==> src/rtl/lenc_pkg.sv <==
package lenc_pkg;
  typedef enum logic [1:0] {
    ENC_MANCH = 2'b00,
    ENC_RZ    = 2'b01,
    ENC_NRZI  = 2'b10,
    ENC_RSVD  = 2'b11
  } lenc_mode_e;
endpackage

==> src/rtl/lenc_phase.sv <==
module lenc_phase
  import lenc_pkg::*;
(
  input  logic       clk,
  input  logic       rst,
  input  logic       nrz_in,
  input  logic [1:0] mode,
  output logic       second_half,
  output logic       cur_bit,
  output lenc_mode_e cur_mode
);
  logic       held_bit;
  lenc_mode_e held_mode;

  always_ff @(posedge clk) begin
    if (rst) begin
      second_half <= 1'b0;
      held_bit    <= 1'b0;
      held_mode   <= ENC_MANCH;
    end else begin
      second_half <= ~second_half;
      if (!second_half) begin
        held_bit  <= nrz_in;
        held_mode <= lenc_mode_e'(mode);
      end
    end
  end

  assign cur_bit  = second_half ? held_bit : nrz_in;
  assign cur_mode = second_half ? held_mode : lenc_mode_e'(mode);
endmodule

==> src/rtl/lenc_symbol.sv <==
module lenc_symbol
  import lenc_pkg::*;
(
  input  logic       clk,
  input  logic       rst,
  input  logic       second_half,
  input  logic       cur_bit,
  input  lenc_mode_e cur_mode,
  output logic       sym
);
  logic level;
  logic level_next;

  assign level_next = level ^ cur_bit;

  always_ff @(posedge clk) begin
    if (rst) begin
      level <= 1'b0;
    end else if (!second_half && cur_mode == ENC_NRZI) begin
      level <= level_next;
    end
  end

  always_comb begin
    unique case (cur_mode)
      ENC_MANCH: sym = second_half ? ~cur_bit : cur_bit;
      ENC_RZ:    sym = second_half ? 1'b0 : cur_bit;
      ENC_NRZI:  sym = second_half ? level : level_next;
      default:   sym = 1'b0;
    endcase
  end
endmodule

==> src/rtl/lenc_outstage.sv <==
module lenc_outstage #(
  parameter bit REGISTERED_OUT = 1'b1
) (
  input  logic clk,
  input  logic rst,
  input  logic sym,
  output logic line_out
);
  generate
    if (REGISTERED_OUT) begin : g_reg
      logic q;
      always_ff @(posedge clk) begin
        if (rst) q <= 1'b0;
        else     q <= sym;
      end
      assign line_out = q;
    end else begin : g_comb
      logic unused_clk_rst;
      assign unused_clk_rst = clk ^ rst;
      assign line_out = sym;
    end
  endgenerate
endmodule

==> src/rtl/line_encoder.sv <==
module line_encoder
  import lenc_pkg::*;
#(
  parameter bit REGISTERED_OUT = 1'b1
) (
  input  logic       clk,
  input  logic       rst,
  input  logic       nrz_in,
  input  logic [1:0] mode,
  output logic       line_out
);
  logic       second_half;
  logic       cur_bit;
  lenc_mode_e cur_mode;
  logic       sym;

  lenc_phase u_phase (
    .clk(clk), .rst(rst), .nrz_in(nrz_in), .mode(mode),
    .second_half(second_half), .cur_bit(cur_bit), .cur_mode(cur_mode)
  );

  lenc_symbol u_symbol (
    .clk(clk), .rst(rst), .second_half(second_half),
    .cur_bit(cur_bit), .cur_mode(cur_mode), .sym(sym)
  );

  lenc_outstage #(.REGISTERED_OUT(REGISTERED_OUT)) u_out (
    .clk(clk), .rst(rst), .sym(sym), .line_out(line_out)
  );
endmodule

==> config.mk <==
export PLATFORM = sky130hd
export DESIGN_NAME = line_encoder
export DESIGN_NICKNAME = d
export VERILOG_FILES = /design/src/rtl/lenc_pkg.sv /design/src/rtl/lenc_phase.sv /design/src/rtl/lenc_symbol.sv /design/src/rtl/lenc_outstage.sv /design/src/rtl/line_encoder.sv
export SDC_FILE = /design/constraint.sdc
export NUM_CORES = 1
export LEC_CHECK = 0
export BUFFER_PORTS_ARGS = -buffer_cell sky130_fd_sc_hd__buf_4
export CAP_MARGIN = 40
export CELL_PAD_IN_SITES_DETAIL_PLACEMENT = 0
export CELL_PAD_IN_SITES_GLOBAL_PLACEMENT = 1
export CORE_AREA = 2 2 39 41
export CTS_BUF_LIST = sky130_fd_sc_hd__clkbuf_4
export CTS_CLUSTER_SIZE = 40
export DETAILED_ROUTE_END_ITERATION = 8
export DIE_AREA = 0 0 41 43
export PLACE_DENSITY = 0.51
export SYNTH_ARGS = -nofsm -noshare
export SYNTH_HDL_FRONTEND = slang
export SYNTH_SLANG_ARGS = --single-unit
==> constraint.sdc <==
create_clock -name clk -period 1.03 [get_ports clk]
set_input_delay 0.1545 -clock clk [delete_from_list [all_inputs] [get_ports clk]]
set_output_delay 0.1545 -clock clk [all_outputs]
set_load 0.005 [all_outputs]
# --- Word-level counts from Yosys, hierarchy flattened ---
# Index checks and enable logic that the tools add are counted.
word_totals:
  regBits: 6
  in_bits: 5
  out_inout_bits: 1
  wordCells: 19
classes:
  bitwise: 3
  reduce_logical: 3
  eq_ne: 2
  n_mux: 6
op_table:
  columns: ["operator", "n"]
  rows:
  - ["1-bit two-way mux", 4]
  - ["1-bit one-hot mux with 3 select lines", 1]
  - ["2-bit by 1-bit equality test with 1-bit output, second input constant", 1]
  - ["2-bit equality test, second input constant", 1]
  - ["2-bit logical NOT", 1]
  - ["2-bit two-way mux", 1]
  - ["1-bit inverter", 2]
  - ["1-bit logical AND", 1]
  - ["1-bit logical NOT", 1]
  - ["1-bit bitwise XOR", 1]

# --- Depth between registers and ports, before layout ---
# Gate-level depths: netlist (run 1).
logic_depth:
  ltp_word: 4
  mapped_depth: 4
  depth_no_buf: 3

# --- Modules after synthesis ---
# Synthesis (run 1) repeated with hierarchy kept, for this count alone.
unflattened:
  cells_unflattened: 25
  area_unflattened_um2: 295.3
by_module_without_submodules:
  columns: ["module", "area_each_um2", "cells_per_inst", "seq_area_each_um2", "n_inst"]
  rows:
  - ["lenc_phase", 157.7, 11, 80.1, 1]
  - ["lenc_symbol", 103.8, 12, 20.0, 1]
  - ["lenc_outstage", 33.8, 2, 20.0, 1]

# --- Worst setup path before layout (run 1) ---
# Ideal clock, no wire load.
synth_timing:
  path_kind: "reg-to-reg"
  startpoint: "register u_phase.second_half"
  endpoint: "register u_out.g_reg.q (netlist: u_out.line_out)"
  arrival_time_ps: 899
  synth_period_minus_slack_ps: 1021
  stages_incl_launch_ff: 5
  n_path_buf: 1
  setup_ps: 122
  path_slack_ps: 9
  required_time_ps: 908
  path_cell_list: "dfxtp_1 > buf_6 > nand2b_4 > nor3_1 > o311a_1"
synth_via:
  elab_chain_cells: 4
  word_cells_on_any_way: 11
  cone_classes: "2 x eq/ne; 6 x mux; 2 x bitwise; 1 x reduce/logical"
synth_rtl:
  columns: ["item", "line_no", "source"]
  rows:
  - ["start, declared", "lenc_phase.sv:8", "output logic second_half,"]
  - ["start signal, assigned", "lenc_phase.sv:21", "second_half <= ~second_half;"]
  - ["1-bit two-way mux", "lenc_phase.sv:29", "assign cur_bit = second_half ? held_bit : nrz_in;"]
  - ["1-bit bitwise XOR / 1-bit inverter (equally long branches)", "lenc_symbol.sv:14, lenc_symbol.sv:26", null]
  - ["1-bit two-way mux (on tied branches)", "lenc_symbol.sv:28, lenc_symbol.sv:26", null]
  - ["1-bit one-hot mux with 3 select lines *", "lenc_symbol.sv:25", "unique case (cur_mode)"]
  - ["end signal, assigned", "lenc_outstage.sv:14", "else q <= sym;"]
  - ["end, declared", "lenc_outstage.sv:11", "logic q;"]
# Every way passes the cells marked *; elsewhere a longest branch is shown, timed or not.
# A chain may end at the register's enable or synchronous reset.

# --- Worst setup path in the final report (run 1) ---
# Ends and elaborated chain as after synthesis.

==> impl_metrics.env, run 1 <==
export IMPL_setup_violations=0
export IMPL_reg2reg_from="u_phase.second_half"
export IMPL_fin_crit_ns=0.976
export IMPL_num_antenna_cells=0
export IMPL_clock_sinks=6
export IMPL_power_frac_seq_pct=47.0
export IMPL_grt_max_degree=7
export IMPL_sw_frac_of_total_pct=22.3
export IMPL_worst_r2r_cell_count=3
export IMPL_cts_buffer_depth=2
export IMPL_grt_pass1_vias=227
export IMPL_cts_root_buf="clkbuf_4"
export IMPL_synth_seq_cells=6
export IMPL_numCtsBuffers=3
export IMPL_drtAntennaViolNets=0
export IMPL_slew_violations=0
export IMPL_reg2reg_slack_ns=0.05
export IMPL_required_ns=1.16
export IMPL_ir_drop_v=0.000433
export IMPL_synth_cell_types=16
export IMPL_place_gp_congestion=0.690
export IMPL_p_clk_share_pct=38.3
export IMPL_synth_nets=33
export IMPL_crit_end="u_out.line_out"
export IMPL_cts_setup_buffers=0
export IMPL_dr_pass1_iters=1
export IMPL_crit_fanout=6
export IMPL_arrival_ns=1.10
export IMPL_synth_seq_area_share_pct=43.8
export IMPL_clock_skew_ns=0.00370
export IMPL_hold_path_class="in -> reg"
export IMPL_initial_utilization_pct=19.8
export IMPL_power_switching_mw=0.123
export IMPL_worst_pin_slew_ns=0.187
export IMPL_vias=225
export IMPL_grt_overflow=0
export IMPL_tritoncts="built"
export IMPL_worstSetupEndpointType="flop"
export IMPL_slew_headroom_pct=87.5
export IMPL_synthesis_area_sq_um=274
export IMPL_crit_start="u_phase.second_half"
export IMPL_pwr_density_cell_nw_per_um2=1500
export IMPL_cts_resized=1
export IMPL_syn_to_final_growth_pct=34.7
export IMPL_ys_warn_count=0
export IMPL_antenna_found_initial=0
export IMPL_drv_cap=0
export IMPL_wire_per_inst_um=9.33
export IMPL_path_class="reg -> reg"
export IMPL_clk_pin_slew_ns=0.05
export IMPL_routed_wl_um=504
export IMPL_finalHoldViolations=0
export IMPL_rsz0062_at_grt="no"
export IMPL_final_net_count=45
export IMPL_leakage_nw=0.157
export IMPL_num_io_pins=6
export IMPL_dp_cells=51
export IMPL_grtUsageTotal_pct=8.43
export IMPL_drtIter0Drc=0
export IMPL_p_int_mw=0.429
export IMPL_dieWidth_um=41
export IMPL_clock_latency_ns=0.24
export IMPL_comb_power_share_pct=14.7
export IMPL_io_buffers=5
export IMPL_synth_avg_cell_area_sq_um=9.79
export IMPL_rr_endpoint="u_out.line_out"
export IMPL_syn_inst=28
export IMPL_core_area_sq_um=1380
export IMPL_status="finished clean"
export IMPL_hpwl_um=395
export IMPL_grt_pass1_wl_um=917
export IMPL_utilization_pct=26.7
export IMPL_drcViolationCount=0
export IMPL_startpoint_type="flop"
export IMPL_via_per_inst=4.17
export IMPL_finalPower_mw=0.552
export IMPL_htree_levels=1
export IMPL_layout_drive_gt1_share_pct=36.8
export IMPL_fp_dieArea_sq_um=1760
export IMPL_rows=14
export IMPL_die_y_um=43
export IMPL_fmax_ghz=1.02
export IMPL_timing_final_crit_share_pct=94.8
export IMPL_finalNonFillerCells=54
export IMPL_holdBufCountCts=0
## cells in the mapped netlist
cell	count	area share [%]
dfxtp_1	6	44
nor2_1	4	5.5
inv_1	2	2.7
mux2i_1	2	7.3
nor3_1	2	3.7
xnor2_1	2	6.4
a21oi_1	1	1.8
a31oi_1	1	2.3
and4bb_2	1	4.6
buf_6	1	4.1
nand2_1	1	1.4
nand2b_4	1	5.0
nor2b_1	1	2.3
nor3b_1	1	2.7
o211ai_1	1	2.7
o311a_1	1	3.7
## metrics by stage
step	area, sq um	setup TNS (ns)	worst slack [ns]	hold WS, ns
after global placement	343	-0.000536	-0.000536	0.368
after floorplan	274	0	0.00938	0.221
after detailed placement	343	-0.0218	-0.0218	0.370
final	369	0	0.0540	0.109
after global routing	369	0	0.0130	0.100
after CTS	367	0	0.0336	0.0983
## power groups by stage
stage                     combinational (mW)  sequential [mW]  clock [mW]
after global routing                  0.0887            0.262       0.241
after detailed placement              0.0818            0.264           0
after CTS                             0.0823            0.261       0.228
after global placement                0.0819            0.264           0
final                                 0.0810            0.260       0.212
after floorplan                       0.0481            0.261           0
## worst max-delay path, stage by stage (launching register included)
cell,delay (ns)
dfxtp_4,0.36
nand2b_4,0.12
nor3_1,0.05
o311a_1,0.33
## cell usage in the layout (no fill, tap or decap)
| cell type | n |
|---|---|
| nor3b_1 | 1 |
| inv_1 | 2 |
| o311a_1 | 1 |
| and4bb_2 | 1 |
| nand2_1 | 1 |
| nor3_1 | 2 |
| dfxtp_4 | 1 |
| a21oi_1 | 1 |
| nand2b_4 | 1 |
| mux2i_1 | 2 |
| xnor2_1 | 2 |
| o211ai_1 | 1 |
| a31oi_1 | 1 |
| clkbuf_4 | 3 |
| dfxtp_1 | 5 |
| buf_4 | 8 |
| nor2b_1 | 1 |
| nor2_1 | 4 |
## worst min-delay path by stage
stage          startpoint             endpoint  slack, ns  depth (start not counted)
3_3_place_gp          rst  u_phase.second_half       0.37                          2
5_1_grt               rst  u_phase.second_half       0.10                          2
6_report              rst  u_phase.second_half       0.11                          2
2_1_floorplan         rst  u_phase.second_half       0.22                          1
3_5_place_dp          rst  u_phase.second_half       0.37                          2
4_1_cts               rst  u_phase.second_half        0.1                          2
## area by class of cell
cell class | count | area [sq um]
fillers | 163 | 1010
well taps | 16 | 20.0
flip-flops and latches | 6 | 124
multi-input cells | 19 | 135
inverters | 2 | 7.51
clock buffers | 3 | 22.5
repair buffers | 8 | 60.1
## flip-flops by register name, summed over array words and instances, names as in the netlist
| signal | flops |
|---|---|
| u_phase.second_half | 1 |
| u_symbol.level | 1 |
| u_phase.held_mode | 2 |
| u_out.line_out | 1 |
| u_phase.held_bit | 1 |
## cells by family (layout without fill, tap and decap cells)
logic type,after synthesis,count (layout),share of synthesized area (%)
multiplexers,2,2,7.31
AND/OR/NAND/NOR,11,11,25.1
flip-flops,6,6,43.8
AO/OA/AOI/OAI,4,4,10.5
XOR/XNOR,2,2,6.39
buffers and inverters,3,13,6.85
## layer usage
layer	global-route usage [%]	vias up	part of all wire (%)
li1	-	119	-
met1	9.32	101	45
met2	10.6	3	48
met3	4.71	2	5.4
met4	8.00	0	0.79
met5	0	-	0
(Power assumes the default switching activity.)
==> inputs of run 2 (changes only) <==
--- a/config.mk
+++ b/config.mk
@@ -5,7 +5,6 @@
 export SDC_FILE = /design/constraint.sdc
 export NUM_CORES = 1
 export LEC_CHECK = 0
-export BUFFER_PORTS_ARGS = -buffer_cell sky130_fd_sc_hd__buf_4
 export CAP_MARGIN = 40
 export CELL_PAD_IN_SITES_DETAIL_PLACEMENT = 0
 export CELL_PAD_IN_SITES_GLOBAL_PLACEMENT = 1
@@ -14,7 +13,8 @@
 export CTS_CLUSTER_SIZE = 40
 export DETAILED_ROUTE_END_ITERATION = 8
 export DIE_AREA = 0 0 41 43
-export PLACE_DENSITY = 0.51
+export DONT_BUFFER_PORTS = 1
+export PLACE_DENSITY = 0.46
 export SYNTH_ARGS = -nofsm -noshare
 export SYNTH_HDL_FRONTEND = slang
 export SYNTH_SLANG_ARGS = --single-unit
==> run 2 against run 1 <==
Wire length rose by 20%; global-route usage increased by 0.80 points; fmax shrank 0.57%; worst setup slack worse by 0.0056 ns; non-clock buffer count decreased by 4; via count fell by 1.3%; sequential cell count is the same; first-iteration DRC count grew 4; worst hold slack worse by 0.061 ns; power up 0.18%; clock skew increased by 0.0070 ns; largest power group unchanged.
==> impl_metrics.env, run 2 (same netlist as run 1, synthesis figures left out) <==
export IMPL_grt_pass1_vias=218
export IMPL_cts_setup_buffers=0
export IMPL_ir_drop_v=0.000527
export IMPL_die_y_um=43
export IMPL_layout_commonest_cell="dfxtp_1"
export IMPL_hold_start="mode[1]"
export IMPL_hpwl_um=448
export IMPL_drv_cap=0
export IMPL_reg2reg_from="u_phase.second_half"
export IMPL_grtUsageTotal_pct=9.24
export IMPL_grt_overflow=0
export IMPL_required_ns=1.17
export IMPL_vias=222
export IMPL_rows=14
export IMPL_crit_fanout=4
export IMPL_grt_max_degree=6
export IMPL_clock_sinks=6
export IMPL_timing_final_crit_share_pct=95.3
export IMPL_slowest_delay_ns=0.35
export IMPL_reg2reg_slack_ns=0.05
export IMPL_antenna_found_initial=0
export IMPL_final_net_count=41
export IMPL_routed_wl_um=605
export IMPL_hold_path_class="in -> reg"
export IMPL_whs_ns=0.0480
export IMPL_clock_latency_ns=0.25
export IMPL_io_buffers=0
export IMPL_cts_root_buf="clkbuf_4"
export IMPL_drtAntennaViolNets=0
export IMPL_whs_endpoint="u_phase.held_mode[1]"
export IMPL_pwr_density_cell_nw_per_um2=1630
export IMPL_initial_utilization_pct=19.8
export IMPL_rr_endpoint="u_out.line_out"
export IMPL_grt_pass1_wl_um=1000
export IMPL_place_gp_congestion=0.755
export IMPL_critPathSlowestCell="dfxtp_2"
export IMPL_syn_to_final_growth_pct=23.7
export IMPL_clock_skew_ns=0.0107
export IMPL_clk_pin_slew_ns=0.06
export IMPL_drtIter0Drc=4
export IMPL_slew_headroom_pct=87.6
export IMPL_path_class="reg -> reg"
export IMPL_status="finished clean"
export IMPL_setup_tns_ns=0
export IMPL_via_per_inst=4.44
export IMPL_regMostFlops="u_phase.held_mode"
export IMPL_worst_pin_slew_ns=0.185
export IMPL_dr_pass1_iters=2
export IMPL_num_antenna_cells=0
export IMPL_arrival_ns=1.12
export IMPL_path_buf_inv=0
export IMPL_fmax_ghz=1.02
export IMPL_htree_levels=1
export IMPL_rsz0062_at_grt="no"
export IMPL_fin_crit_ns=0.982
export IMPL_setup_violations=0
export IMPL_finalHoldViolations=0
export IMPL_min_path_cells=2
export IMPL_fp_dieArea_sq_um=1760
export IMPL_largest_register_ffs=2
export IMPL_drcViolationCount=0
export IMPL_worstSetupEndpointType="flop"
export IMPL_cp_top_family="flip-flops"
export IMPL_cts_buffer_depth=2
export IMPL_numCtsBuffers=3
export IMPL_worstPathCellList="nand2b_4, nor3_1, o311a_1"
export IMPL_leakage_nw=0.135
export IMPL_startpoint_type="flop"
export IMPL_wire_per_inst_um=12.1
export IMPL_tritoncts="built"
export IMPL_num_io_pins=6
export IMPL_worst_r2r_cell_count=3
export IMPL_core_area_sq_um=1380
export IMPL_dieWidth_um=41
export IMPL_layout_drive_gt1_share_pct=29.4
export IMPL_slew_violations=0
export IMPL_layout_common_cells="dfxtp_1 (5), nor2_1 (4), clkbuf_4 (3), buf_4 (3)"
export IMPL_crit_start="u_phase.second_half"
run 2: cell count changes in the layout (fill, tap and decap cells not counted), sizes merged:
cell / delta
dlygate4sd3: +1
buf: -5
run 2: worst max path at each step:
stage	endpoint	slack [ns]	depth (start not counted)
after floorplan	u_out.line_out	0.009	4
after global placement	u_out.line_out	0.03	4
after CTS	u_out.line_out	0.006	4
after global routing	u_out.line_out	0.002	3
after detailed placement	u_out.line_out	0.01	4
final	u_out.line_out	0.05	3
run 2: where the power goes:
group          total, mW  internal (mW)  switching (mW)
sequential         0.261          0.249          0.0112
combinational     0.0636         0.0386          0.0251
clock              0.229          0.133          0.0966
run 2: repair_timing:
action | CTS | global route
endpoints found under the setup margin | 1 | 1
endpoints found under the hold margin | 5 | 0
resized for setup | 1 | 1
pin swaps | 0 | 1
hold buffers | 1 | 0
run 2: metal layers:
layer / up-vias / GRT usage [%] / part of all wire [%]
li1: 109 / - / -
met4: 0 / 6.00 / 0
met1: 109 / 8.68 / 44
met2: 4 / 13.1 / 50
met5: - / 0 / 0
met3: 0 / 7.33 / 5.6
run 2: final cells by class:
type | instances | area [sq um]
clock buffers | 3 | 22.5
fillers | 153 | 1040
inverters | 2 | 7.51
multi-input cells | 19 | 135
flip-flops and latches | 6 | 121
well taps | 16 | 20.0
repair buffers | 4 | 32.5
run 2: through the flow:
| stage | power (mW) | area, sq um | instances | utilization [%] | setup WS, ns |
|---|---|---|---|---|---|
| 2_1_floorplan | 0.309 | 274 | 28 | - | 0.00938 |
| 3_3_place_gp | 0.321 | 305 | 46 | 22.1 | 0.0319 |
| 3_5_place_dp | 0.322 | 305 | 46 | 22.1 | 0.0103 |
| 4_1_cts | 0.564 | 339 | 50 | 24.5 | 0.00577 |
| 5_1_grt | 0.584 | 339 | 50 | 24.5 | 0.00187 |
| 6_report | 0.553 | 339 | 50 | 24.5 | 0.0483 |
